$ cat config.mk
export PLATFORM = sky130hd
export DESIGN_NAME = spec_sync_ctrl
export DESIGN_NICKNAME = d
export VERILOG_FILES = /design/src/rtl/spec_sync_pkg.sv /design/src/rtl/ssc_track.sv /design/src/rtl/ssc_seq.sv /design/src/rtl/spec_sync_ctrl.sv
export SDC_FILE = /design/constraint.sdc
export NUM_CORES = 1
export LEC_CHECK = 0
export BUFFER_PORTS_ARGS = -buffer_cell sky130_fd_sc_hd__buf_2
export CORE_MARGIN = 2
export CORE_UTILIZATION = 46
export DETAILED_ROUTE_END_ITERATION = 8
export HOLD_SLACK_MARGIN = 0.08
export PLACE_DENSITY = 0.86
export SYNTH_ARGS = -nofsm -noshare
export SYNTH_HDL_FRONTEND = slang
export SYNTH_SLANG_ARGS = --single-unit
$ cat constraint.sdc
create_clock -name clk -period 4.5 [get_ports clk]
set_clock_uncertainty 0.15 [all_clocks]
set_input_delay 0.45 -clock clk [delete_from_list [all_inputs] [get_ports clk]]
set_output_delay 0.45 -clock clk [all_outputs]
set_load 0.03 [all_outputs]
$ cat src/rtl/spec_sync_pkg.sv
package spec_sync_pkg;
  typedef enum logic [2:0] {
    ST_IDLE,
    ST_LD_REQ,
    ST_LD_WAIT,
    ST_WAIT_UPD,
    ST_TAS_REQ,
    ST_TAS_WAIT
  } ctl_state_e;

  typedef enum logic {
    MODE_LOCK = 1'b0,
    MODE_FLAG = 1'b1
  } sync_mode_e;
endpackage

$ cat src/rtl/ssc_track.sv
module ssc_track
  import spec_sync_pkg::*;
#(
  parameter int AW = 16,
  parameter int DW = 32
) (
  input  logic          clk,
  input  logic          rst_n,
  input  logic          ev_start,
  input  sync_mode_e    start_kind,
  input  logic [AW-1:0] start_addr,
  input  logic [DW-1:0] start_pass,
  input  logic          ev_commit,
  input  logic          ev_preempt,
  input  logic          ev_squash,
  input  logic          ev_intercept,
  output logic          acq_q,
  output logic          rel_q,
  output sync_mode_e    mode_q,
  output logic [AW-1:0] addr_q,
  output logic [DW-1:0] pass_q
);
  always_ff @(posedge clk or negedge rst_n) begin
    if (!rst_n) begin
      acq_q  <= 1'b0;
      rel_q  <= 1'b0;
      mode_q <= MODE_LOCK;
      addr_q <= '0;
      pass_q <= '0;
    end else if (ev_start) begin
      acq_q  <= 1'b1;
      rel_q  <= (start_kind == MODE_LOCK);
      mode_q <= start_kind;
      addr_q <= start_addr;
      pass_q <= start_pass;
    end else if (ev_commit || ev_preempt) begin
      acq_q <= 1'b0;
      rel_q <= 1'b0;
    end else if (ev_squash) begin
      // the rolled-back thread has not released yet: re-arm only for locks
      if (mode_q == MODE_LOCK) rel_q <= 1'b1;
    end else if (ev_intercept) begin
      rel_q <= 1'b0;
    end
  end
endmodule

$ cat src/rtl/ssc_seq.sv
module ssc_seq
  import spec_sync_pkg::*;
#(
  parameter int AW = 16,
  parameter int DW = 32
) (
  input  logic          clk,
  input  logic          rst_n,
  input  logic          req_valid,
  input  logic [AW-1:0] req_addr,
  input  logic          acq,
  input  logic          rel_bit,
  input  sync_mode_e    mode,
  input  logic [AW-1:0] cur_addr,
  input  logic [DW-1:0] cur_pass,
  input  logic          mem_rsp_valid,
  input  logic [DW-1:0] mem_rsp_data,
  input  logic          upd_valid,
  input  logic [AW-1:0] upd_addr,
  input  logic          squash_in,
  input  logic          preempt_in,
  output ctl_state_e    state_o,
  output logic          mem_req_valid,
  output logic          mem_req_tas,
  output logic          ev_start,
  output logic          ev_merge,
  output logic          ev_reject,
  output logic          ev_commit,
  output logic          ev_squash,
  output logic          ev_preempt
);
  function automatic logic var_free(input logic [DW-1:0] v);
    return v == '0;
  endfunction

  function automatic logic flag_open(input logic [DW-1:0] v, input logic [DW-1:0] p);
    return v == p;
  endfunction

  ctl_state_e state_q, state_d;

  logic rsp_ld, rsp_tas, ld_done, ld_tas, ld_busy, tas_win, tas_lose, upd_hit;

  assign rsp_ld   = (state_q == ST_LD_WAIT) && mem_rsp_valid;
  assign rsp_tas  = (state_q == ST_TAS_WAIT) && mem_rsp_valid;
  assign ld_done  = rsp_ld && ((mode == MODE_FLAG) ? flag_open(mem_rsp_data, cur_pass)
                                                   : (var_free(mem_rsp_data) && !rel_bit));
  assign ld_tas   = rsp_ld && (mode == MODE_LOCK) && var_free(mem_rsp_data) && rel_bit;
  assign ld_busy  = rsp_ld && !ld_done && !ld_tas;
  assign tas_win  = rsp_tas && var_free(mem_rsp_data);
  assign tas_lose = rsp_tas && !var_free(mem_rsp_data);
  assign upd_hit  = upd_valid && (upd_addr == cur_addr);

  assign ev_commit  = ld_done || tas_win;
  assign ev_preempt = preempt_in && acq && !ev_commit;
  assign ev_squash  = (squash_in || preempt_in) && acq && !ev_commit;
  assign ev_start   = req_valid && !acq;
  assign ev_merge   = req_valid && acq && (req_addr == cur_addr);
  assign ev_reject  = req_valid && acq && (req_addr != cur_addr);

  assign mem_req_valid = (state_q == ST_LD_REQ) || (state_q == ST_TAS_REQ);
  assign mem_req_tas   = (state_q == ST_TAS_REQ);
  assign state_o       = state_q;

  always_comb begin
    state_d = state_q;
    if (state_q == ST_IDLE) begin
      if (ev_start) state_d = ST_LD_REQ;
    end else if (ev_commit || ev_preempt) begin
      state_d = ST_IDLE;
    end else begin
      unique case (state_q)
        ST_LD_REQ:   state_d = ST_LD_WAIT;
        ST_LD_WAIT:  if (ld_tas) state_d = ST_TAS_REQ;
                     else if (ld_busy) state_d = ST_WAIT_UPD;
        ST_WAIT_UPD: if (upd_hit) state_d = ST_LD_REQ;
        ST_TAS_REQ:  state_d = ST_TAS_WAIT;
        ST_TAS_WAIT: if (tas_lose) state_d = ST_WAIT_UPD;
        default:     state_d = ST_IDLE;
      endcase
    end
  end

  always_ff @(posedge clk or negedge rst_n) begin
    if (!rst_n) state_q <= ST_IDLE;
    else        state_q <= state_d;
  end
endmodule

$ cat src/rtl/spec_sync_ctrl.sv
module spec_sync_ctrl
  import spec_sync_pkg::*;
#(
  parameter int AW = 16,
  parameter int DW = 32
) (
  input  logic          clk,
  input  logic          rst_n,
  input  logic          req_valid,
  input  logic          req_is_flag,
  input  logic [AW-1:0] req_addr,
  input  logic [DW-1:0] req_pass,
  output logic          req_accept,
  output logic          req_reject,
  output logic          ckpt_take,
  input  logic          rel_valid,
  input  logic [AW-1:0] rel_addr,
  input  logic [DW-1:0] rel_data,
  output logic          rel_fwd_valid,
  output logic [AW-1:0] rel_fwd_addr,
  output logic [DW-1:0] rel_fwd_data,
  input  logic          squash_in,
  input  logic          preempt_in,
  output logic          mem_req_valid,
  output logic          mem_req_tas,
  output logic [AW-1:0] mem_req_addr,
  input  logic          mem_rsp_valid,
  input  logic [DW-1:0] mem_rsp_data,
  input  logic          upd_valid,
  input  logic [AW-1:0] upd_addr,
  output logic          gang_commit,
  output logic          gang_squash,
  output logic          ckpt_restore,
  output logic          idle
);
  logic          acq_q, rel_q;
  sync_mode_e    mode_q;
  logic [AW-1:0] addr_q;
  logic [DW-1:0] pass_q;
  ctl_state_e    fsm_state;
  logic ev_start, ev_merge, ev_reject, ev_commit, ev_squash, ev_preempt, ev_intercept;

  assign ev_intercept = rel_valid && acq_q;

  ssc_seq #(.AW(AW), .DW(DW)) u_seq (
    .clk(clk), .rst_n(rst_n),
    .req_valid(req_valid), .req_addr(req_addr),
    .acq(acq_q), .rel_bit(rel_q), .mode(mode_q),
    .cur_addr(addr_q), .cur_pass(pass_q),
    .mem_rsp_valid(mem_rsp_valid), .mem_rsp_data(mem_rsp_data),
    .upd_valid(upd_valid), .upd_addr(upd_addr),
    .squash_in(squash_in), .preempt_in(preempt_in),
    .state_o(fsm_state),
    .mem_req_valid(mem_req_valid), .mem_req_tas(mem_req_tas),
    .ev_start(ev_start), .ev_merge(ev_merge), .ev_reject(ev_reject),
    .ev_commit(ev_commit), .ev_squash(ev_squash), .ev_preempt(ev_preempt)
  );

  ssc_track #(.AW(AW), .DW(DW)) u_track (
    .clk(clk), .rst_n(rst_n),
    .ev_start(ev_start),
    .start_kind(req_is_flag ? MODE_FLAG : MODE_LOCK),
    .start_addr(req_addr), .start_pass(req_pass),
    .ev_commit(ev_commit), .ev_preempt(ev_preempt),
    .ev_squash(ev_squash), .ev_intercept(ev_intercept),
    .acq_q(acq_q), .rel_q(rel_q), .mode_q(mode_q),
    .addr_q(addr_q), .pass_q(pass_q)
  );

  assign req_accept    = ev_start || ev_merge;
  assign req_reject    = ev_reject;
  assign ckpt_take     = ev_start;
  assign rel_fwd_valid = rel_valid && !acq_q;
  assign rel_fwd_addr  = rel_addr;
  assign rel_fwd_data  = rel_data;
  assign mem_req_addr  = addr_q;
  assign gang_commit   = ev_commit;
  assign gang_squash   = ev_squash;
  assign ckpt_restore  = ev_squash;
  assign idle          = !acq_q;
endmodule

=== Yosys cells after proc, flatten, opt, wreduce, memory -nomap -nowiden ===
Cells that the tools add are included.

* Register bits after elaboration: 54
* Bits in latches: 0
* Memory bits (writable): 0
* ROM bits: 0
* Input bits: 153
* Output and inout port bits: 74
* Logic and storage cells: 78
* Memories: 0

* Add/subtract/negate cells: 0
* Multipliers: 0
* Divide/modulo/power cells: 0
* Order comparisons: 0
* Eq/ne operators: 14
* Shifts and indexed selects: 0
* Mux-type cells: 17
* Bitwise gates (word level): 2
* Reduce and logical (&&, ||, !) cells: 39

{| class="wikitable"
|+ Operator list
! cell !! number
|-
| $eq 16x16->1 || 2
|-
| $eq 32x32->1 || 1
|-
| $logic_not 32->1 || 1
|-
| $logic_and 1x1->1 || 22
|-
| $mux 3 || 7
|-
| $ne 16x16->1 || 1
|-
| $pmux 3 s5 || 1
|-
| $mux 1 || 9
|-
| $eq 3x2->1 const B || 2
|-
| $eq 3x3->1 const B || 2
|-
| $logic_not 1->1 || 6
|-
| $logic_or 1x1->1 || 5
|-
| $ne 5x3->1 const B || 1
|-
| $ne 4x1->1 const B || 1
|-
| $ne 4x3->1 const B || 1
|-
| $ne 4x4->1 const B || 1
|-
| $reduce_and 4->1 || 1
|-
| $reduce_bool 4->1 || 1
|-
| $eq 3x1->1 const B || 1
|-
| $logic_not 3->1 || 1
|-
| $ne 2x2->1 const B || 1
|-
| $not 1->1 || 2
|-
| $reduce_and 2->1 || 1
|-
| $reduce_bool 2->1 || 1
|}

=== Logic depth before layout (Yosys ltp) ===
Gate-level depths: netlist (run 1).

* Depth after elaboration: 12
* Mapped depth: 8
* Depth with buffers taken out: 7

=== By module ===
Synthesis (run 1) repeated with hierarchy kept, for this count alone.

* Cells, all modules: 318
* Area total of the unflattened synthesis: 3708.6 um2

{| class="wikitable"
|+ By module, submodules not included
! module !! instances !! cells each !! area each (um2) !! seq. area each (um2)
|-
| ssc_track || 1 || 112 || 2159.6 || 1276.2
|-
| ssc_seq || 1 || 153 || 1158.6 || 75.1
|-
| spec_sync_ctrl || 1 || 53 || 390.4 || 0.0
|}

=== Worst setup path before layout (run 1) ===
OpenSTA, ideal clock, no wires.

* Kind: register to output
* From: register u_seq.state_q[2] (netlist: u_seq.state_o[2])
* To: output gang_squash
* Arrival: 2371 ps
* Required time: 3900 ps
* Setup slack: 1529 ps
* Cell stages (with the launch flop): 9
* Buffers on the path: 2
* Cells stage by stage: dfrtp_1 > clkbuf_1 > nor2_1 > nand2_1 > or3_1 > a21oi_1 > o21a_1 > a211oi_1 > buf_4

* Word-level cells in the longest chain between the ends: 6
* Elaborated cells on any way between the ends: 9

{| class="wikitable"
|+ Ends and longest elaborated chain
! element !! RTL line !! source
|-
| start: declaration || ssc_seq.sv:40 || <nowiki>ctl_state_e state_q, state_d;</nowiki>
|-
| start signal: assignment || ssc_seq.sv:86 || <nowiki>else state_q <= state_d;</nowiki>
|-
| $eq 3x2->1 / $eq 3x3->1 (equally long branches) || ssc_seq.sv:44, ssc_seq.sv:45 ||
|-
| $logic_and 1x1->1, on equally long branches || ssc_seq.sv:44, ssc_seq.sv:45 ||
|-
| $logic_and 1x1->1, on equally long branches || ssc_seq.sv:46, ssc_seq.sv:50 ||
|-
| $logic_or 1x1->1 (*) || ssc_seq.sv:54 || <nowiki>assign ev_commit = ld_done || tas_win;</nowiki>
|-
| named net gang_commit || spec_sync_ctrl.sv:31 || <nowiki>output logic gang_commit,</nowiki>
|-
| $logic_not 1->1 (*) || ssc_seq.sv:56 || <nowiki>assign ev_squash = (squash_in || preempt_in) && acq && !ev_commit;</nowiki>
|-
| $logic_and 1x1->1 (*) || ssc_seq.sv:56 ||
|-
| end: declaration || spec_sync_ctrl.sv:32 || <nowiki>output logic gang_squash,</nowiki>
|}

The timed path passes the listed nets; every way through them passes the cells marked *.

=== Worst setup path after layout (run 1) ===
* From: register u_track.pass_q[17]
* To: output ckpt_restore

* Word-level cells in the longest chain between the ends: 6

{| class="wikitable"
|+ Ends and longest elaborated chain
! element !! RTL line !! source
|-
| start: declaration || ssc_track.sv:21 || <nowiki>output logic [DW-1:0] pass_q</nowiki>
|-
| start signal: assignment || ssc_track.sv:35 || <nowiki>pass_q <= start_pass;</nowiki>
|-
| $eq 32x32->1 || ssc_seq.sv:37 || <nowiki>return v == p;</nowiki>
|-
| $mux 1 || ssc_seq.sv:46 || <nowiki>assign ld_done = rsp_ld && ((mode == MODE_FLAG) ? flag_open(mem_rsp_data, cur_pass)</nowiki>
|-
| $logic_and 1x1->1 || ssc_seq.sv:46 ||
|-
| $logic_or 1x1->1 || ssc_seq.sv:54 ||
|-
| $logic_not 1->1 || ssc_seq.sv:56 ||
|-
| $logic_and 1x1->1 || ssc_seq.sv:56 ||
|-
| end: declaration || spec_sync_ctrl.sv:33 || <nowiki>output logic ckpt_restore,</nowiki>
|}

No other way between the ends.

==> results.toml, run 1 <==
[drt]
routed-via-count = 3054
antenna_left = 0
routed_wl_um = 9020
drc = 0
first_pass_iters = 4
first_iter_violations = 156
via_per_inst = 5.107
wire_per_inst_um = 15.08

[placement]
dp_hpwl_um = 6991
pre_cts_ws_ps = 1703
gp_congestion = 0.9148
port-buffer-count = 130

[finish]
n_antenna_cell = 0
drive_above_1_share_pct = 29.26
area_delta_synth_final_pct = 14.05
fillers = 696
fin_util_pct = 54.18
nNetsFinal = 652

[setup_path]
path_cells = "xor2_1 > nor4_1 > nand4_1 > nor4_1 > o21a_1 > a211oi_1 > buf_2"
rr_worst_depth = 7
slowest_stage = "nor4_1"
critPathTopFamily = "simple AND/OR/NAND/NOR gates"
arrival_ps = 2290
criticalPathCategory = "flop to output port"
slowest_delay_ps = 410
crit_top_cell = "nor4_1"
cp_max_fo = 5
regToRegStartpoint = "u_track.pass_q[17]"
reg2reg_to = "u_seq.state_o[0]"
crit_buf_inv = 1
end_kind = "output port"
rrSetupSlack_ps = 2020
required_ps = 3900
cp-start-kind = "flop"

[timing]
fin_setup_tns_ps = 0
final_hold_viol_count = 0
setup_ws_ps = 1607
finalCriticalPeriod_ps = 2893
whs_ps = 104.3
slew_viol_final = 0
rsz0062_at_grt = "false"
tightest_slew_ps = 816.8
period_share_pct = 64.29
setup_violations = 0
fmax_mhz = 345.6
slew_headroom_pct = 45.47

[global_routing]
grt_overflow_total = 0
grt_max_degree = 55
grt_pass1_vias = 3125
grt_use_total_pct = 22.13
antenna_found_initial = 0
grt_first_pass_wirelength_um = 14860

[clock_network]
clock-sinks = 54
cts_setup_buffers = 0
clk_path_buf_depth = 2
cts_tree = "done"
clk_latency_ps = 310
cts_buffers = 5
cts_root_buf = "clkbuf_8"
cts_resized = 0
hold_buffers = 0
clkTransAtPathRegs_ps = 100
htree_levels = 2

[logic_synthesis]
synthFlopType = "dfrtp_1"
synth_edf_count = 0
yosysSeqAreaShare_pct = 39.22
ys_types = 35
postSynthAreaPerCell_sq_um = 8.204
synth_fp_nets = 574
ys_warn_count = 0
ys_ff_latch = 54
syn_area_sq_um = 3446
synthCells = 420
synthArstFlopShare_pct = 100.0

[power]
irDropWorstVdd_mv = 0.1666
p_per_area_nw_per_um2 = 398.7
power.leakage_nw = 2.099

[die]
coreArea_sq_um = 7253
die_h_um = 90.55
ios = 227
start_util_pct = 47.51
rows = 31
die_w_um = 90.55
dieArea_sq_um = 8199

[flow_run]
cap_violations = 0

[hold_path]
min_path_type = "primary input to async pin"

[outcome]
outcome = "finished clean"
[worst max path at each step]
stage / start / end / slack, ps / depth (start not counted)
after floorplan: u_seq.state_o[2] / gang_squash / 1530 / 8
after global placement: mem_rsp_data[24] / ckpt_restore / 1700 / 8
after detailed placement: mem_rsp_data[25] / ckpt_restore / 1700 / 8
after CTS: u_track.pass_q[17] / ckpt_restore / 1610 / 7
after global routing: u_track.pass_q[17] / ckpt_restore / 1410 / 7
final: u_track.pass_q[17] / ckpt_restore / 1610 / 7
[routing by layer]
| layer | up-vias | GRT usage (%) | wire (um) |
|---|---|---|---|
| li1 | 1470 | - | - |
| met1 | 1436 | 27.94 | 3724 |
| met2 | 120 | 37.81 | 4591 |
| met3 | 28 | 3.840 | 509 |
| met4 | 0 | 8.462 | 194 |
| met5 | - | 0 | 0 |
[stage by stage]
stage / cell area, sq um / power, mW / cells
global route: 3930 / 1.669 / 598
global placement: 3821 / 1.225 / 590
CTS: 3930 / 1.577 / 598
finish: 3930 / 1.567 / 598
floorplan: 3446 / 1.129 / 420
detailed placement: 3821 / 1.249 / 590
[cell families after synthesis]
group / Yosys count / share of synthesized area [%]
and+or+nand+nor: 210 / 26.47
adders and majority gates: 1 / 0.3631
xor gates and xnor gates: 65 / 16.52
buffers and inverters: 68 / 12.78
DFF: 54 / 39.22
AOI/OAI and AO/OA: 22 / 4.648
[cell usage after synthesis, drive strengths merged, types with 2 or more instances]
cell,number,area share [%]
buf,50,11
o31ai,2,0.44
and3,2,0.40
nor2,6,0.65
dfrtp,54,39
inv,7,0.76
clkbuf,11,1.2
xor2,47,12
o21ai,3,0.44
nand3,8,1.2
nand4,5,0.91
xnor2,18,4.6
o2111ai,2,0.51
nor3,2,0.29
nor4,22,4.4
a21o,3,0.65
nand2,158,17
a211oi,3,0.65
a21oi,3,0.44
or3,3,0.54
[power by group]
part | leakage, nW | switching [mW] | internal [mW]
clock | 0.0579 | 0.162 | 0.164
sequential | 0.669 | 0.118 | 0.585
combinational | 1.37 | 0.325 | 0.213
[sequential cells by signal (all words and copies together), names as in the netlist]
name,count
u_track.pass_q,32
u_seq.state_o,3
u_track.mode_q,1
u_track.acq_q,1
u_track.rel_q,1
u_track.addr_q,16
[final cells by class]
class	count	area [sq um]	share of cell area (%)
Clock buffer	5	68.82	1.751
Clock inverter	3	40.04	1.019
Inverter	7	26.28	0.6686
Multi-Input combinational cell	298	1654	42.09
Sequential cell	54	1351	34.38
Tap cell	99	123.9	3.152
Timing Repair Buffer	132	665.6	16.94
[placed cells by master (no fill, tap or decap), types with 5 or more instances in the layout]
cell and instances:
xor2_1 47, nand4_1 5, clkbuf_8 5, xnor2_1 18, nand3_1 8, nor4_1 21, inv_1 6, nor2_1 6
nand2_1 158, dfrtp_1 54, buf_2 130
[worst register-to-register path, cell delays in order, from the launching register on]
cell and delay [ps]:
dfrtp_1 400, xor2_1 160, nor4_1 420, nand4_1 190, or3_1 420, or2_2 320
a32oi_1 210, o22ai_1 110
(Power assumes the default switching activity.)
==> inputs of run 2 (changes only) <==
--- a/config.mk
+++ b/config.mk
@@ -7,10 +7,10 @@
 export LEC_CHECK = 0
 export BUFFER_PORTS_ARGS = -buffer_cell sky130_fd_sc_hd__buf_2
 export CORE_MARGIN = 2
-export CORE_UTILIZATION = 46
+export CORE_UTILIZATION = 39
 export DETAILED_ROUTE_END_ITERATION = 8
 export HOLD_SLACK_MARGIN = 0.08
-export PLACE_DENSITY = 0.86
+export PLACE_DENSITY = 0.77
 export SYNTH_ARGS = -nofsm -noshare
 export SYNTH_HDL_FRONTEND = slang
 export SYNTH_SLANG_ARGS = --single-unit
==> constraint.sdc (replaced) <==
create_clock -name clk -period 2.54 [get_ports clk]
set_clock_uncertainty 0.15 [all_clocks]
set_input_delay 0.254 -clock clk [delete_from_list [all_inputs] [get_ports clk]]
set_output_delay 0.254 -clock clk [all_outputs]
set_load 0.03 [all_outputs]
==> results.toml, run 2 (synthesis gave the netlist of run 1 again) <==
[outcome]
outcome = "finished clean"

[setup_path]
end_kind = "output port"
regToRegStartpoint = "u_track.pass_q[8]"
cp_max_fo = 3
slowest_delay_ps = 410
reg2reg_to = "u_seq.state_o[0]"
arrival_ps = 2080
rr_worst_depth = 7
slowest_stage = "dfrtp_1"
cp-start-kind = "flop"
crit_start = "u_track.pass_q[8]"
required_ps = 2140
criticalPathCategory = "flop to output port"
path_cells = "xor2_1 > nor4_2 > nand4_1 > nor4_2 > o21a_2 > a211oi_2 > buf_4"
rrSetupSlack_ps = 180
crit_top_cell = "nor4_2"

[timing]
period_share_pct = 97.71
finalCriticalPeriod_ps = 2482
slew_viol_final = 0
fmax_mhz = 402.9
setup_violations = 0
whs_ps = 180.7
final_hold_viol_count = 0
fin_setup_tns_ps = 0
slew_headroom_pct = 63.06
tightest_slew_ps = 554.1
rsz0062_at_grt = "true"

[drt]
wire_per_inst_um = 15.27
antenna_left = 0
drc = 0
first_pass_iters = 4
via_per_inst = 5.048
first_iter_violations = 195
routed_wl_um = 10130
routed-via-count = 3347

[hold_path]
min_path_type = "primary input to async pin"

[finish]
layout_commonest_cell = "nand2_1"
fin_util_pct = 52.48
n_antenna_cell = 0
drive_above_1_share_pct = 28.65
top_register = "u_track.pass_q"
final_cell_mix = "158 x nand2_1, 127 x buf_2, 54 x dfrtp_1"
nNetsFinal = 708
area_delta_synth_final_pct = 31.52
largest_register_ffs = 32
finalNonFillerCells = 663

[global_routing]
grt_max_degree = 53
grt_use_total_pct = 20.86
grt_pass1_vias = 3521
grt_first_pass_wirelength_um = 16380
grt_overflow_total = 0
antenna_found_initial = 0

[power]
p_per_area_nw_per_um2 = 620.3
switchingPower_mw = 1.123
p_int_mw = 1.688
clkPwrFrac_pct = 17.3
combPwrFrac_pct = 39.0
switching_share_pct = 39.94
power.leakage_nw = 2.331
irDropWorstVdd_mv = 0.3479
power_frac_seq_pct = 43.7

[placement]
port-buffer-count = 130
dp.cells = 604
dp_hpwl_um = 7341
gp_congestion = 0.8743

[clock_network]
clk_path_buf_depth = 2
cts_buffers = 5
clk_latency_ps = 310
cts_tree = "done"
clkTransAtPathRegs_ps = 100
clock-sinks = 54
cts_root_buf = "clkbuf_8"
htree_levels = 2

[die]
dieArea_sq_um = 9603
ios = 227
die_w_um = 98.00
rows = 34
coreArea_sq_um = 8636
start_util_pct = 39.90
die_h_um = 98.00

[flow_run]
cap_violations = 0
run 2: changes by cell type in the layout (fill, tap and decap cells not counted), sizes merged:
cell / before / now
dlygate4sd3: 0 / 51
buf: 132 / 137
bufinv: 1 / 0
clkbuf: 5 / 6
clkinv: 2 / 1
inv: 7 / 8
run 2: worst max path at each step:
stage	cells past startpoint	endpoint	slack, ps
global route	7	ckpt_restore	-80
CTS	7	ckpt_restore	-2
global placement	8	u_seq.state_o[0]	110
floorplan	7	gang_squash	80
finish	7	ckpt_restore	60
detailed placement	8	ckpt_restore	100
run 2: repair_timing:
action,4_1_cts,5_1_grt
setup buffers,0,0
hold buffers,51,0
setup endpoints to repair,3,5
gates resized for setup,5,8
endpoints found under the hold margin,105,0
pin swaps,6,6
run 2: routing by layer:
metal	vias to the layer above	track usage, %	part of all wire [%]
met5	-	0	0
met4	0	9.829	3.7
met2	134	36.51	51
met3	47	3.436	5.3
met1	1583	24.97	40
li1	1583	-	-
run 2: final cells by class:
class | instances | area [sq um]
clock buffers | 6 | 72.57
multi-input cells | 298 | 1704
flip-flops and latches | 54 | 1351
well taps | 108 | 135.1
clock inverters | 2 | 17.52
fillers | 779 | 4104
repair buffers | 188 | 1225
inverters | 7 | 26.28
run 2: power groups by stage:
| stage | Combinational [mW] | Sequential [mW] | Clock, mW |
|---|---|---|---|
| final | 1.10 | 1.23 | 0.486 |
| after detailed placement | 0.998 | 1.24 | 0 |
| after global placement | 0.975 | 1.23 | 0 |
| after floorplan | 0.701 | 1.30 | 0 |
| after global routing | 1.21 | 1.25 | 0.534 |
| after CTS | 1.08 | 1.22 | 0.504 |
run 2: per-stage QoR:
stage	power (mW)	area, sq um	setup slack, ps
final	2.811	4532	58.10
after global routing	2.992	4532	-84.40
after CTS	2.804	4499	-2.453
after detailed placement	2.237	3875	102.7
after global placement	2.202	3875	109.2
after floorplan	2.001	3451	81.86
run 2: worst max-delay path, delay by kind of cell, from the launching register on:
| family | cells | cell delay, ps |
|---|---|---|
| xor gates and xnor gates | 1 | 190 |
| and+or+nand+nor | 3 | 720 |
| AOI/OAI and AO/OA | 2 | 270 |
| buffers and inverters | 1 | 170 |
| DFF | 1 | 410 |
